[src/rtl/dsc_pkg.sv]
package dsc_pkg;

  // Per-bit control, shared by every cell of the chain
  typedef struct packed {
    logic cap;    // capture phase
    logic launch; // launch phase
    logic load;   // parallel read
  } dsc_ctl_t;

endpackage

[src/rtl/dsc_cell.sv]
module dsc_cell
  import dsc_pkg::*;
(
  input  logic     clk,
  input  logic     rst_n,
  input  dsc_ctl_t ctl,
  input  logic     ser_in,
  input  logic     line_in,
  output logic     store_q,
  output logic     ser_q
);

  logic store_d;

  // Parallel read wins over capture
  always_comb begin
    store_d = store_q;
    if (ctl.load)      store_d = ~line_in;
    else if (ctl.cap)  store_d = ser_in;
  end

  always_ff @(posedge clk) begin
    if (!rst_n) begin
      store_q <= 1'b0;
      ser_q   <= 1'b0;
    end else begin
      store_q <= store_d;
      if (ctl.launch) ser_q <= store_q;
    end
  end

  AST_LOAD_INVERTS: assert property (@(posedge clk) disable iff (!rst_n)
    ctl.load |=> store_q == ~$past(line_in));
  AST_CAP_TAKES_SER: assert property (@(posedge clk) disable iff (!rst_n)
    (ctl.cap && !ctl.load) |=> store_q == $past(ser_in));
  AST_STORE_HOLDS: assert property (@(posedge clk) disable iff (!rst_n)
    (!ctl.cap && !ctl.load) |=> $stable(store_q));
  AST_LAUNCH_COPIES: assert property (@(posedge clk) disable iff (!rst_n)
    ctl.launch |=> ser_q == $past(store_q));
  AST_SER_HOLDS: assert property (@(posedge clk) disable iff (!rst_n)
    !ctl.launch |=> $stable(ser_q));

endmodule

[src/rtl/dsc_err_guard.sv]
module dsc_err_guard (
  input  logic clk,
  input  logic rst_n,
  input  logic cap,
  input  logic load,
  input  logic drive,
  output logic err_q
);

  logic bad_rd_cap;
  logic bad_rd_wr;

  assign bad_rd_cap = load & cap;
  assign bad_rd_wr  = load & drive;

  always_ff @(posedge clk) begin
    if (!rst_n)                       err_q <= 1'b0;
    else if (bad_rd_cap || bad_rd_wr) err_q <= 1'b1;
  end

  AST_ERR_STICKY: assert property (@(posedge clk) disable iff (!rst_n)
    err_q |=> err_q);
  AST_ERR_RD_CAP: assert property (@(posedge clk) disable iff (!rst_n)
    (load && cap) |=> err_q);
  AST_ERR_RD_WR: assert property (@(posedge clk) disable iff (!rst_n)
    (load && drive) |=> err_q);
  AST_ERR_QUIET: assert property (@(posedge clk) disable iff (!rst_n)
    (!err_q && !load) |=> !err_q);

endmodule

[src/rtl/dsc_line_drv.sv]
module dsc_line_drv #(
  parameter int N = 8
) (
  input  logic         drive,
  input  logic [N-1:0] store,
  output logic [N-1:0] line_out,
  output logic [N-1:0] line_oe
);

  assign line_out = ~store;
  assign line_oe  = {N{drive}};

endmodule

[src/rtl/dbg_scan_chain.sv]
module dbg_scan_chain
  import dsc_pkg::*;
#(
  parameter int N = 8
) (
  input  logic         clk,
  input  logic         rst_n,
  input  logic         ph_a,
  input  logic         ph_b,
  input  logic         scan_in,
  input  logic         rd,
  input  logic         wr,
  input  logic [N-1:0] par_in,
  output logic [N-1:0] par_out,
  output logic [N-1:0] par_oe,
  output logic         scan_out,
  output logic         err
);

  localparam int LAST = N - 1;

  dsc_ctl_t     ctl;
  logic [N:0]   link;
  logic [N-1:0] store;

  assign ctl.cap    = ph_a;
  assign ctl.launch = ph_b;
  assign ctl.load   = rd;
  assign link[0]    = scan_in;

  for (genvar i = 0; i < N; i++) begin : g_bit
    dsc_cell u_cell (
      .clk     (clk),
      .rst_n   (rst_n),
      .ctl     (ctl),
      .ser_in  (link[i]),
      .line_in (par_in[i]),
      .store_q (store[i]),
      .ser_q   (link[i+1])
    );
  end

  assign scan_out = link[LAST+1];

  dsc_line_drv #(.N(N)) u_drv (
    .drive    (wr),
    .store    (store),
    .line_out (par_out),
    .line_oe  (par_oe)
  );

  dsc_err_guard u_err (
    .clk   (clk),
    .rst_n (rst_n),
    .cap   (ph_a),
    .load  (rd),
    .drive (wr),
    .err_q (err)
  );

  AST_OE_ON_WR: assert property (@(posedge clk) disable iff (!rst_n)
    wr |-> (&par_oe));
  AST_OE_OFF: assert property (@(posedge clk) disable iff (!rst_n)
    !wr |-> (par_oe == '0));
  AST_WR_NO_STATE: assert property (@(posedge clk) disable iff (!rst_n)
    (wr && !rd && !ph_a) |=> $stable(par_out));

endmodule

[config.mk]
export PLATFORM = sky130hd
export DESIGN_NAME = dbg_scan_chain
export DESIGN_NICKNAME = d
export VERILOG_FILES = /design/src/rtl/dsc_pkg.sv /design/src/rtl/dsc_cell.sv /design/src/rtl/dsc_err_guard.sv /design/src/rtl/dsc_line_drv.sv /design/src/rtl/dbg_scan_chain.sv
export SDC_FILE = /design/constraint.sdc
export NUM_CORES = 1
export LEC_CHECK = 0
export ABC_AREA = 1
export BUFFER_PORTS_ARGS = -buffer_cell sky130_fd_sc_hd__buf_2
export CORE_ASPECT_RATIO = 0.9
export CORE_MARGIN = 2
export CORE_UTILIZATION = 47
export DETAILED_ROUTE_END_ITERATION = 12
export PLACE_DENSITY_LB_ADDON = 0.15
export SLEW_MARGIN = 20
export SYNTH_ARGS = -nofsm -noshare
export SYNTH_HDL_FRONTEND = slang
export SYNTH_HIERARCHICAL = 1
export SYNTH_SLANG_ARGS = --single-unit
[constraint.sdc]
create_clock -name clk -period 0.8 [get_ports clk]
set_input_delay 0.08 -clock clk [delete_from_list [all_inputs] [get_ports clk]]
set_output_delay 0.08 -clock clk [all_outputs]
set_load 0.02 [all_outputs]
# After elaboration in Yosys (flattened, before gate mapping)
# Index checks and enable logic that the tools add are counted.
# classes
mux	16
n_bitwise	11
reduce_logical	2
# ops
cell	count
1-bit 2-to-1 mux	16
1-bit NOT	8
8-bit NOT	1
1-bit AND	2
2-bit nonzero test	1
1-bit logical OR	1
# totals
ff_bits	17
in_bits	15
output_inout_bits	18
elab_cells	46

# Depth between registers and ports, before layout
# logic_depth
ltp_word	2
depth_mapped	4
depth_no_buf	4

# Hierarchy
# Netlist, hierarchy kept.
# modules_own_cells
module	instances	cells_per_inst	area_per_inst_um2
dsc_cell	8	15	90.1
dsc_line_drv	1	16	90.1
dsc_err_guard	1	7	43.8

# Least setup slack after synthesis
# OpenSTA, ideal clock, no wires.
# synth_timing
path_kind	reg2reg
from	register, netlist name u_err/err_q
to	register u_err.err_q
setup_ps	56
arrival_time_ps	623
required_time_ps	744
setup_slack_ps	121
stages_incl_launch_ff	5
path_buffers	0
path_cell_list	dfxtp_1 > inv_1 > nand3_1 > nand2_1 > inv_1
# synth_lines
item	line_no	rtl
to (signal assigned)	dsc_err_guard.sv:17	if (!rst_n) err_q <= 1'b0;
to (signal assigned)	dsc_err_guard.sv:18	else if (bad_rd_cap || bad_rd_wr) err_q <= 1'b1;
to (decl)	dsc_err_guard.sv:7	output logic err_q

# Final worst setup path
# layout_timing
from	register g_bit[3].u_cell.store_q
to	output par_out[3]
# layout_between
elab_chain_len	1
# layout_rtl
item	line_no	rtl
from (decl)	dsc_cell.sv:9	output logic store_q,
from (signal assigned)	dsc_cell.sv:27	store_q <= store_d;
8-bit NOT	dsc_line_drv.sv:10	assign line_out = ~store;
to (decl)	dbg_scan_chain.sv:14	output logic [N-1:0] par_out,
# No other way between the ends.

==> flow_metrics.py <==
metrics = {
    "route": {
        "drc": 0,
        "post_drt_wl_per_cell_um": 8.82,
        "ant_nets": 0,
        "drt_iter0_drc": 6,
        "via_per_inst": 4.20,
        "routed_wl_um": 1790,
        "vias": 853,
        "drt-pass1-iter-count": 5,
    },
    "yosys": {
        "ys_top_cells_by_area": "dfxtp_1 (40%), nor2_1 (18%), nand2_1 (15%)",
        "synth.distinct_cells": 7,
        "synth_top_area_share": 0.398,
        "ys_seq_area_frac": 0.398,
        "syn_inst": 143,
        "netlist_area_um2": 855,
        "synth_area_leader_cell": "dfxtp_1",
        "ys_ff_latch": 17,
        "syn_avg_cell_area_um2": 5.98,
        "synth.yosys.warnings": 6,
        "synth.net_count": 158,
    },
    "finish": {
        "fillers": 165,
        "fin_nets": 195,
        "instances_no_fill": 203,
        "multi_input_area_um2": 329,
        "antenna_cells": 0,
        "seq_area_um2": 353,
        "synthToLayoutAreaGrowth_pct": 36.2,
        "drive_above_1_share": 0.380,
    },
    "power_and_ir_drop": {
        "ir_drop_mv": 1.12,
        "p_leak_nw": 0.664,
        "power_density_mw_per_mm2": 1610,
    },
    "cts": {
        "clk-insertion-delay-late_ns": 0.28,
        "holdBufCountCts": 0,
        "cts_buffers": 3,
        "h-tree-depth": 1,
        "cts_tree": "built",
        "clockRootBuffer": "clkbuf_4",
        "cts.sinks": 17,
        "cts.path.max_buffers": 2,
        "clk_pin_slew_ns": 0.09,
    },
    "grt": {
        "antenna_found_initial": 0,
        "grt_first_pass_wirelength_um": 2940,
        "grt_pass1_vias": 729,
        "grt_usage": 0.174,
        "grt_max_degree": 19,
        "globalRouteOverflowTotal": 0,
    },
    "status": {
        "status": "complete, but fails checks",
        "violations": "negative setup slack",
    },
    "timing": {
        "period_share": 1.09,
        "finalWorstSetupSlack_ns": -0.0692,
        "hold_viol": 0,
        "slew_violations": 0,
        "finalSetupViolations": 10,
        "max_clock_freq_ghz": 1.15,
        "max_slew_margin": 0.791,
        "worst_pin_slew_ns": 0.313,
        "min_period_ns": 0.869,
        "rsz0062_at_grt": "true",
        "skew_ns": 0.00445,
    },
    "place": {
        "port-buffer-count": 32,
        "place.detailed.hpwl_um": 1160,
        "dp.cells": 191,
        "gp_congestion": 0.726,
        "pre_cts_ws_ns": 0.0823,
    },
    "worst_setup_path": {
        "crit_fanout": 2,
        "path_cells": "inv_2, buf_6",
        "path_class": "reg2out",
        "reg2reg_depth": 5,
        "cp_top_family": "flip-flops",
        "cp-start-kind": "flop",
        "path_buf_inv": 2,
        "critPathRequiredTime_ns": 0.72,
        "worstReg2RegStart": "g_bit[3].u_cell/store_q",
        "slowest_stage": "dfxtp_2",
        "slowest_delay_ns": 0.36,
        "arrival_ns": 0.79,
        "worst_r2r_endpoint": "g_bit[3].u_cell/store_q",
        "cp.depth": 2,
        "cp-end-kind": "output pin",
        "reg2reg_slack_ns": 0.01,
    },
    "die": {
        "start_util": 0.503,
        "die-area_mm2": 0.00218,
        "die_h_um": 44.5,
        "ioPinCount": 33,
        "fp-row-count": 14,
        "dieWidth_um": 48.9,
        "core_area_mm2": 0.00170,
    },
    "worst_hold_path": {
        "hp-class": "in2reg",
        "hold-path-endpoint": "g_bit[2].u_cell/store_q",
        "hold_start": "par_in[2]",
        "hold_path_depth": 4,
    },
    "run": {
        "max-cap-violations": 0,
    },
}
worst register-to-register path: cells and delay by family (launching register included):
kind	cells	cell delay [ns]
buffers and inverters	2	0.14
AND/OR/NAND/NOR	3	0.22
flip-flops	1	0.36
cells in the mapped netlist:
master	count
nand3_1	1
nand2_1	35
nor2_1	40
buf_4	8
o21ai_0	8
dfxtp_1	17
inv_1	34
stage by stage:
step	total power, mW	hold slack [ns]	utilization	TNS, ns	area (um^2)
floorplan	1.20	0.178	-	0	855
global placement	1.31	0.325	0.580	0	985
detailed placement	1.32	0.334	0.580	0	985
CTS	1.87	0.0199	0.675	-0.547	1150
global route	1.98	0.0311	0.685	-0.969	1160
finish	1.87	0.0209	0.685	-0.523	1160
kinds of logic after synthesis:
family	count (synthesis)	share of synthesized area
AOI/OAI and AO/OA	8	0.0469
buffers and inverters	42	0.220
DFF	17	0.398
and+or+nand+nor	76	0.335
sequential cells by signal, summed over array words and instances (netlist names):
name                  count
u_err/err_q               1
g_bit.u_cell/store_q      8
g_bit.u_cell/ser_q        8
routing by layer:
metal,global-route usage,share of wire,vias up
met4,0.0514,0.0073,0
met1,0.206,0.47,356
met3,0.0439,0.051,2
li1,-,-,469
met5,0,0,-
met2,0.315,0.47,26
layout by cell type (no fill, tap or decap):
cell and count:
buf_2 22, buf_4 4, buf_6 14, clkbuf_1 1, clkbuf_4 3, dfxtp_1 7
dfxtp_2 10, inv_1 20, inv_2 14, nand2_1 35, nand3_1 1, nor2_1 39
nor2_2 1, o21ai_0 8
layout make-up:
type | count | area share
clock buffer | 4 | 0.0226
inverter | 34 | 0.110
multi-input combinational | 84 | 0.283
sequential | 17 | 0.303
tap | 24 | 0.0258
timing repair buffer | 40 | 0.256
where the power goes:
group,internal [mW],total (mW),switching (mW)
Sequential,0.913,0.951,0.0382
Clock,0.193,0.439,0.246
Combinational,0.217,0.477,0.261
worst max-delay path by stage:
stage	start	end	slack (ns)
after floorplan	u_err/err_q	u_err/err_q	0.12
after global placement	rd	u_err/err_q	0.09
after detailed placement	rd	g_bit[7].u_cell/store_q	0.08
after CTS	g_bit[3].u_cell/store_q	par_out[3]	-0.07
after global routing	g_bit[5].u_cell/store_q	par_out[5]	-0.10
final	g_bit[3].u_cell/store_q	par_out[3]	-0.07
what timing repair did:
item                                    4_1_cts  5_1_grt
endpoints found under the setup margin       10       18
setup buffers                                 8        0
pin swaps                                     0       14
resized for setup                            38       11
(Power assumes the default switching activity.)
